**config.mk**
```make
export PLATFORM = sky130hd
export DESIGN_NAME = bsa_top
export DESIGN_NICKNAME = d
export VERILOG_FILES = /design/src/rtl/bsa_pkg.sv /design/src/rtl/bsa_sync.sv /design/src/rtl/bsa_fa.sv /design/src/rtl/bsa_ctrl.sv /design/src/rtl/bsa_datapath.sv /design/src/rtl/bsa_top.sv
export SDC_FILE = /design/constraint.sdc
export NUM_CORES = 1
export LEC_CHECK = 0
export BUFFER_PORTS_ARGS = -buffer_cell sky130_fd_sc_hd__buf_2
export CAP_MARGIN = 20
export CORE_ASPECT_RATIO = 1.2
export CORE_MARGIN = 2
export CORE_UTILIZATION = 28
export DETAILED_ROUTE_END_ITERATION = 16
export PLACE_DENSITY = 0.43
export SYNTH_ARGS = -nofsm -noshare
export SYNTH_HDL_FRONTEND = slang
export SYNTH_SLANG_ARGS = --single-unit
```
**constraint.sdc**
```tcl
create_clock -name clk -period 1.55 [get_ports clk]
set_clock_uncertainty 0.05 [all_clocks]
set_input_delay 0.31 -clock clk [delete_from_list [all_inputs] [get_ports clk]]
set_output_delay 0.31 -clock clk [all_outputs]
set_load 0.01 [all_outputs]
```
**src/rtl/bsa_pkg.sv**
```systemverilog
package bsa_pkg;

  parameter int unsigned BSA_WIDTH = 4;

  function automatic logic maj3(input logic x, input logic y, input logic z);
    return (x & y) | (x & z) | (y & z);
  endfunction

endpackage

```
**src/rtl/bsa_sync.sv**
```systemverilog
module bsa_sync (
  input  logic clk,
  input  logic rst,
  input  logic async_in,
  output logic sync_out
);

  always_ff @(posedge clk) begin
    if (rst) sync_out <= 1'b0;
    else     sync_out <= async_in;
  end

endmodule

```
**src/rtl/bsa_fa.sv**
```systemverilog
module bsa_fa
  import bsa_pkg::*;
(
  input  logic x,
  input  logic y,
  input  logic ci,
  output logic s,
  output logic co
);

  always_comb begin
    s  = x ^ y ^ ci;
    co = maj3(x, y, ci);
  end

endmodule

```
**src/rtl/bsa_ctrl.sv**
```systemverilog
module bsa_ctrl #(
  parameter int unsigned WIDTH = 4
) (
  input  logic                     clk,
  input  logic                     rst,
  input  logic                     start_s,
  output logic                     load,
  output logic                     run,
  output logic [$clog2(WIDTH)-1:0] step,
  output logic                     done,
  output logic                     done_pulse
);

  localparam int unsigned STEP_W = $clog2(WIDTH);
  localparam logic [STEP_W-1:0] LAST = STEP_W'(WIDTH - 1);

  logic finish;

  assign load   = start_s && !run;
  assign finish = run && (step == LAST);

  always_ff @(posedge clk) begin
    if (rst) begin
      step       <= '0;
      run        <= 1'b0;
      done       <= 1'b1;
      done_pulse <= 1'b0;
    end else begin
      done_pulse <= finish;
      if (load) begin
        run  <= 1'b1;
        done <= 1'b0;
      end else if (run) begin
        step <= step + 1'b1;
        if (finish) begin
          run  <= 1'b0;
          done <= 1'b1;
        end
      end
    end
  end

endmodule

```
**src/rtl/bsa_datapath.sv**
```systemverilog
module bsa_datapath #(
  parameter int unsigned WIDTH = 4
) (
  input  logic                     clk,
  input  logic                     rst,
  input  logic                     load,
  input  logic                     run,
  input  logic [$clog2(WIDTH)-1:0] step,
  input  logic [WIDTH-1:0]         a_in,
  input  logic [WIDTH-1:0]         b_in,
  input  logic                     cin,
  output logic [WIDTH-1:0]         sum_out,
  output logic                     cout
);

  localparam int unsigned STEP_W = $clog2(WIDTH);
  localparam logic [STEP_W-1:0] LAST = STEP_W'(WIDTH - 1);

  logic [WIDTH-1:0] a_sh, b_sh, sum_sh;
  logic             carry_q;
  logic             bit_s, bit_c;
  logic             last;

  assign last = run && (step == LAST);

  bsa_fa i_fa (
    .x  (a_sh[0]),
    .y  (b_sh[0]),
    .ci (carry_q),
    .s  (bit_s),
    .co (bit_c)
  );

  always_ff @(posedge clk) begin
    if (rst) begin
      a_sh    <= '0;
      b_sh    <= '0;
      sum_sh  <= '0;
      carry_q <= 1'b0;
      sum_out <= '0;
      cout    <= 1'b0;
    end else if (load) begin
      a_sh    <= a_in;
      b_sh    <= b_in;
      sum_sh  <= '0;
      carry_q <= cin;
    end else if (run) begin
      a_sh    <= a_sh >> 1;
      b_sh    <= b_sh >> 1;
      sum_sh  <= {bit_s, sum_sh[WIDTH-1:1]};
      carry_q <= bit_c;
      if (last) begin
        sum_out <= {bit_s, sum_sh[WIDTH-1:1]};
        cout    <= bit_c;
      end
    end
  end

endmodule

```
**src/rtl/bsa_top.sv**
```systemverilog
module bsa_top #(
  parameter int unsigned WIDTH = bsa_pkg::BSA_WIDTH
) (
  input  logic             clk,
  input  logic             rst,
  input  logic             start_async,
  input  logic [WIDTH-1:0] op_a,
  input  logic [WIDTH-1:0] op_b,
  input  logic             carry_in,
  output logic [WIDTH-1:0] sum_out,
  output logic             carry_out,
  output logic             done,
  output logic             done_pulse
);

  localparam int unsigned STEP_W = $clog2(WIDTH);

  logic              start_s;
  logic              load_w;
  logic              run_w;
  logic [STEP_W-1:0] step_w;

  bsa_sync i_sync (
    .clk      (clk),
    .rst      (rst),
    .async_in (start_async),
    .sync_out (start_s)
  );

  bsa_ctrl #(.WIDTH(WIDTH)) i_ctrl (
    .clk        (clk),
    .rst        (rst),
    .start_s    (start_s),
    .load       (load_w),
    .run        (run_w),
    .step       (step_w),
    .done       (done),
    .done_pulse (done_pulse)
  );

  bsa_datapath #(.WIDTH(WIDTH)) i_dp (
    .clk     (clk),
    .rst     (rst),
    .load    (load_w),
    .run     (run_w),
    .step    (step_w),
    .a_in    (op_a),
    .b_in    (op_b),
    .cin     (carry_in),
    .sum_out (sum_out),
    .cout    (carry_out)
  );

endmodule

```
==> results.json, run 1 <==
{
  "status": "completed",
  "final_common_cell": "dfxtp_1",
  "place_hpwl_um": 1190,
  "area_growth_pct": 17.2,
  "cts_setup_buffers": 0,
  "cp.required_ns": 1.69,
  "grt_usage": 0.108,
  "cp_slowest_cell": "fa_1",
  "nFillCells": 367,
  "endpoint_kind": "flop",
  "syn_area_per_cell_um2": 10.2,
  "first_global_vias": 723,
  "cp.arrival_ns": 1.38,
  "place.gp.congestion": 0.662,
  "pin_count": 19,
  "worst-path-max-fanout": 2,
  "slowest_delay_ns": 0.57,
  "synth_area_um2": 937,
  "port_buffers": 18,
  "timing_worst_setup_path_type": "reg2reg",
  "hold_depth": 2,
  "viasPerCell": 4.63,
  "antenna_cells": 0,
  "period_needed_ns": 1.24,
  "worst_pin_slew_ns": 0.403,
  "cts_hold_buffers": 0,
  "setup_viol": 0,
  "finalMaxSlewViolations": 0,
  "utilization": 0.335,
  "grt_max_degree": 26,
  "start_kind": "flop",
  "p_per_area_nw_per_um2": 1020,
  "cts_root_buf": "clkbuf_8",
  "ys_seq_area_frac": 0.491,
  "drtPass1Iterations": 4,
  "yosysUniqueCellTypes": 22,
  "finalHoldViolCount": 0,
  "clk_pin_slew_ns": 0.08,
  "rsz0062_at_grt": "no",
  "start_util": 0.286,
  "antenna_left": 0,
  "ir_worst_vdd_mv": 0.503,
  "cts_sinks": 23,
  "gr-total-overflow": 0,
  "drtIter0Drc": 13,
  "clockBufferDepth": 2,
  "cts_tree": "done",
  "ys_warn_count": 0,
  "drc": 0,
  "total_power_mw": 1.12,
  "p_leak_nw": 0.457,
  "final.setup.tns_ns": 0,
  "cts_resized": 0,
  "fmax_ghz": 0.808,
  "final_cell_mix": "dfxtp_1 (23), buf_2 (18), nor2_1 (14), mux2i_1 (10), a21oi_1 (8)",
  "synth_cells": 92,
  "r2r_cells": 3,
  "relSlewSlack": 0.731,
  "nets": 125,
  "dieArea_um2": 3830,
  "cts-htree-levels": 1,
  "drive_above_1_share": 0.291,
  "rows": 23,
  "die-height_um": 67.4,
  "num_vias": 680,
  "timing.final.crit_share": 0.798,
  "wl_um": 1750,
  "drv_cap": 0,
  "antenna_found_initial": 0,
  "hp-class": "in2reg",
  "cts_made_buffers": 3,
  "design.core.area_um2": 3280,
  "yosys_register_bits": 23,
  "grt_pass1_wl_um": 3170,
  "cp_cell_sequence": "fa_1 > nand3_1 > a21oi_1",
  "syn_nets": 106,
  "routedWlPerCell_um": 11.9,
  "die_w_um": 56.8,
  "clk_latency_ns": 0.26
}
power by group:
group	total (mW)	internal (mW)	leakage, nW	switching (mW)
combinational	0.122	0.0641	0.244	0.0579
clock	0.368	0.179	0.0255	0.189
sequential	0.627	0.613	0.187	0.0131
total	1.12	0.857	0.457	0.260
flip-flops by register name, indices dropped and copies added (netlist names):
name	flops
i_dp.sum_sh	3
i_dp.a_sh	4
i_ctrl.step	2
i_dp.cout	1
i_dp.sum_out	4
i_ctrl.done_pulse	1
i_dp.carry_q	1
i_ctrl.run	1
i_sync.sync_out	1
i_ctrl.done	1
i_dp.b_sh	4
routing by layer:
metal | global-route usage | up-vias | part of all wire | routed length [µm]
met1 | 0.111 | 316 | 0.44 | 770
met3 | 0.0307 | 2 | 0.047 | 83
met5 | 0 | - | 0 | 0
li1 | - | 348 | - | -
met4 | 0.0523 | 0 | 0.0086 | 15
met2 | 0.201 | 14 | 0.50 | 879
worst max-delay path: cells and delay by family, from the launching register on:
family,cells,cell delay (ns)
AOI/OAI and AO/OA,1,0.13
adders and majority gates,1,0.57
DFF,1,0.33
and+or+nand+nor,1,0.09
stage by stage:
| step | hold slack [ns] | setup WS [ns] | cell area [µm²] | cells |
|---|---|---|---|---|
| 6_report | 0.210 | 0.313 | 1100 | 147 |
| 3_5_place_dp | 0.402 | 0.307 | 1050 | 143 |
| 2_1_floorplan | 0.332 | 0.378 | 937 | 92 |
| 5_1_grt | 0.236 | 0.207 | 1100 | 147 |
| 4_1_cts | 0.199 | 0.294 | 1100 | 147 |
| 3_3_place_gp | 0.396 | 0.323 | 1050 | 143 |
final timing paths:
check	start	end	slack [ns]
hold / removal	start_async	i_sync.sync_out	0.21
setup / recovery	i_dp.a_sh[0]	i_dp.sum_out[3]	0.31
hold reg to reg	i_dp.sum_out[3]	i_dp.sum_out[3]	0.41
setup reg to reg	i_dp.a_sh[0]	i_dp.sum_out[3]	0.31
cell type report:
type	count	area, µm²	share of cell area
Multi-Input combinational cell	63	440	0.401
Clock buffer	3	41.3	0.0376
Tap cell	37	46.3	0.0421
Clock inverter	1	5.00	0.00456
Timing Repair Buffer	20	105	0.0957
Sequential cell	23	460	0.419
cell families (layout without fill, tap and decap cells):
family / count (synthesis) / in the layout / share of synthesized area
muxes: 17 / 17 / 0.207
AOI/OAI and AO/OA: 10 / 10 / 0.0547
buffers and inverters: 6 / 24 / 0.0387
DFF: 23 / 23 / 0.491
xor gates and xnor gates: 1 / 1 / 0.00935
and+or+nand+nor: 33 / 33 / 0.164
adders and majority gates: 2 / 2 / 0.0347
synth_stat cells:
| master | number | area, µm² |
|---|---|---|
| nand2_1 | 6 | 22.5 |
| dfxtp_1 | 23 | 460 |
| mux2i_1 | 10 | 100 |
| buf_2 | 2 | 10.0 |
| buf_6 | 1 | 11.3 |
| nor2b_1 | 1 | 6.26 |
| and2b_2 | 1 | 8.76 |
| nor2_1 | 14 | 52.6 |
| mux2_4 | 4 | 60.1 |
| nor3_1 | 2 | 10.0 |
| buf_4 | 1 | 7.51 |
| a21oi_1 | 8 | 40.0 |
| o21ai_0 | 1 | 5.00 |
| nor3b_1 | 3 | 22.5 |
| mux2_2 | 3 | 33.8 |
| xnor2_1 | 1 | 8.76 |
| nand2b_1 | 1 | 6.26 |
| fa_1 | 1 | 20.0 |
| o22ai_1 | 1 | 6.26 |
| ha_1 | 1 | 12.5 |
| clkbuf_1 | 2 | 7.51 |
| nand3_1 | 5 | 25.0 |
No activity file was read; power rests on OpenSTA's default activity.
==> inputs of run 2 (changes only) <==
--- a/config.mk
+++ b/config.mk
@@ -5,13 +5,14 @@
 export SDC_FILE = /design/constraint.sdc
 export NUM_CORES = 1
 export LEC_CHECK = 0
+export ABC_AREA = 1
 export BUFFER_PORTS_ARGS = -buffer_cell sky130_fd_sc_hd__buf_2
 export CAP_MARGIN = 20
 export CORE_ASPECT_RATIO = 1.2
 export CORE_MARGIN = 2
 export CORE_UTILIZATION = 28
 export DETAILED_ROUTE_END_ITERATION = 16
-export PLACE_DENSITY = 0.43
+export PLACE_DENSITY = 0.45
 export SYNTH_ARGS = -nofsm -noshare
 export SYNTH_HDL_FRONTEND = slang
 export SYNTH_SLANG_ARGS = --single-unit
==> constraint.sdc (replaced) <==
create_clock -name clk -period 1.05 [get_ports clk]
set_clock_uncertainty 0.05 [all_clocks]
set_input_delay 0.21 -clock clk [delete_from_list [all_inputs] [get_ports clk]]
set_output_delay 0.21 -clock clk [all_outputs]
set_load 0.01 [all_outputs]
==> run 2 against run 1 <==
The flow now finishes with violations (setup timing). Clock power up 49%. Global-route usage is 1.1 points higher. Power rose by 52%. Register-to-register slack worse by 0.45 ns. Synthesized cell count up 32%. Die area rose by 0.88%. Fmax increased by 4.3%. Setup slack worse by 0.45 ns. Final cell count is 27% higher. Core utilization rose by 5.0 points. Flip-flop and latch count stayed put. Combinational power rose by 71%. Critical path type unchanged. Largest cell class unchanged. Highest routed layer unchanged.
==> results.json, run 2 <==
{
  "drive_above_1_share": 0.409,
  "drtIter0Drc": 15,
  "rsz0062_at_grt": "yes",
  "cts_made_buffers": 3,
  "hold_ws_ns": 0.0853,
  "nets": 164,
  "timing.final.crit_share": 1.13,
  "async_flop_share": 0,
  "antenna_left": 0,
  "setup_viol": 3,
  "drv_cap": 0,
  "worst-path-max-fanout": 2,
  "worst_slack_ns": -0.136,
  "first_global_vias": 803,
  "die_w_um": 57.1,
  "path_buf_inv": 0,
  "synth_commonest_cells": "nand2_1 (51), dfxtp_1 (23), inv_1 (9)",
  "p_per_area_nw_per_um2": 1350,
  "routedWlPerCell_um": 11.0,
  "ir_worst_vdd_mv": 0.668,
  "yosys_register_bits": 23,
  "grt_max_degree": 14,
  "cts_sinks": 23,
  "period_needed_ns": 1.19,
  "clk_latency_ns": 0.26,
  "grt_usage": 0.119,
  "synthFlopType": "dfxtp_1",
  "synth_area_leaders": "dfxtp_1 (49%), nand2_1 (20%), nand3_2 (6.3%)",
  "port_buffers": 18,
  "p_leak_nw": 0.635,
  "drtPass1Iterations": 4,
  "synth_top_area_frac": 0.487,
  "ys_seq_area_frac": 0.487,
  "pin_count": 19,
  "timing_worst_setup_path_type": "reg2reg",
  "endpoint_kind": "flop",
  "worstSetupPathDepth": 3,
  "finalMaxSlewViolations": 0,
  "synth_edf_count": 0,
  "cp.arrival_ns": 1.34,
  "cts_hold_buffers": 0,
  "clockBufferDepth": 2,
  "num_vias": 827,
  "place.gp.congestion": 0.681,
  "die-height_um": 67.7,
  "synth_cells": 121,
  "rows": 23,
  "start_util": 0.288,
  "place_hpwl_um": 1430,
  "grt_pass1_wl_um": 3480,
  "worst_pin_slew_ns": 0.198,
  "cp.required_ns": 1.21,
  "ys_warn_count": 0,
  "total_power_mw": 1.70,
  "status": "finished, violations left",
  "synth_area_leader_cell": "dfxtp_1",
  "finalHoldViolCount": 0,
  "r2r_cells": 3,
  "final_common_cell": "nand2_1",
  "instances_no_fill": 186,
  "cts_root_buf": "clkbuf_8",
  "fmax_ghz": 0.843,
  "start_kind": "flop",
  "final_cell_mix": "nand2_1 (47), buf_2 (18), dfxtp_1 (16), inv_1 (9)",
  "antenna_found_initial": 0,
  "reg.largest.list": "i_dp.a_sh: 4 flops, i_dp.b_sh: 4 flops, i_dp.sum_out: 4 flops",
  "viasPerCell": 4.45,
  "cp_cell_sequence": "fa_2 > nand2_1 > a21oi_2",
  "relSlewSlack": 0.868,
  "dieArea_um2": 3860,
  "cts-htree-levels": 1,
  "drc": 0,
  "wl_um": 2040,
  "area_growth_pct": 33.3,
  "syn_area_per_cell_um2": 7.82,
  "hp-class": "in2reg",
  "final.setup.tns_ns": -0.227,
  "post-place-cells": 180,
  "path_delay_family": "adder cells",
  "slowest_delay_ns": 0.58,
  "gr-total-overflow": 0,
  "antenna_cells": 0,
  "dpl_worst_slack_ns": -0.168,
  "hold_depth": 3,
  "cp_slowest_cell": "fa_2",
  "clk_pin_slew_ns": 0.08,
  "synth_area_um2": 946,
  "synth_most_common_cell": "nand2_1",
  "cts_tree": "done",
  "failed_checks": "setup timing",
  "yosysUniqueCellTypes": 19,
  "syn_nets": 135,
  "design.core.area_um2": 3280
}
[run 2: changes by cell type after synthesis, sizes merged, moves of 2 or more]
cell | previous run | this run
clkbuf | 2 | 0
mux2i | 10 | 0
nor3b | 3 | 0
inv | 0 | 12
nor2 | 14 | 6
nand2 | 6 | 52
a21oi | 8 | 5
mux2 | 7 | 0
nand3 | 5 | 14
[run 2: cell type report]
type | instances | area [µm²]
clock buffers | 3 | 41.3
repair buffers | 26 | 158
flip-flops and latches | 23 | 472
clock inverters | 1 | 5.00
well taps | 37 | 46.3
multi-input cells | 83 | 470
fillers | 348 | 2020
inverters | 13 | 68.8
[run 2: cell families (layout without fill, tap and decap cells)]
| kind of cell | count (synthesis) | count (layout) | synth area share |
|---|---|---|---|
| buffers and inverters | 16 | 43 | 0.0833 |
| XOR/XNOR | 1 | 1 | 0.00926 |
| adder cells (fa/ha/maj) | 2 | 2 | 0.0344 |
| AO/OA/AOI/OAI | 6 | 6 | 0.0317 |
| AND/OR/NAND/NOR | 73 | 74 | 0.354 |
| flip-flops | 23 | 23 | 0.487 |
[run 2: metrics by stage]
step / instance area (µm²) / util
final: 1260 / 0.384
after global routing: 1260 / 0.384
after CTS: 1180 / 0.359
after detailed placement: 1110 / 0.337
after global placement: 1110 / 0.337
after floorplan: 947 / -
[run 2: timing repair]
action	in CTS	in global routing
resized for setup	11	19
pin swaps	4	11
endpoints found under the setup margin	19	18
cloned	0	1
setup buffers	0	1
[run 2: final timing paths]
path	startpoint	slack, ns	end
max	i_dp.carry_q	-0.14	i_dp.sum_sh[3]
min	start_async	0.09	i_sync.sync_out
max reg2reg	i_dp.carry_q	-0.14	i_dp.sum_sh[3]
min reg2reg	i_dp.sum_out[2]	0.39	i_dp.sum_out[2]
[run 2: worst min-delay path, stage by stage]
cell,delay (ns)
buf_2,0.09
inv_1,0.04
nor2_1,0.03
[run 2: layer usage]
| metal | wire [µm] | up-vias | global-route usage |
|---|---|---|---|
| met3 | 83 | 2 | 0.0230 |
| met2 | 1040 | 19 | 0.218 |
| li1 | - | 429 | - |
| met1 | 887 | 377 | 0.129 |
| met5 | 0 | - | 0 |
| met4 | 23 | 0 | 0.0610 |
[run 2: report_power, final]
group	switching [mW]	internal (mW)	total (mW)
Combinational	0.112	0.0975	0.209
Sequential	0.0374	0.908	0.945
Clock	0.283	0.265	0.548
Total	0.432	1.27	1.70
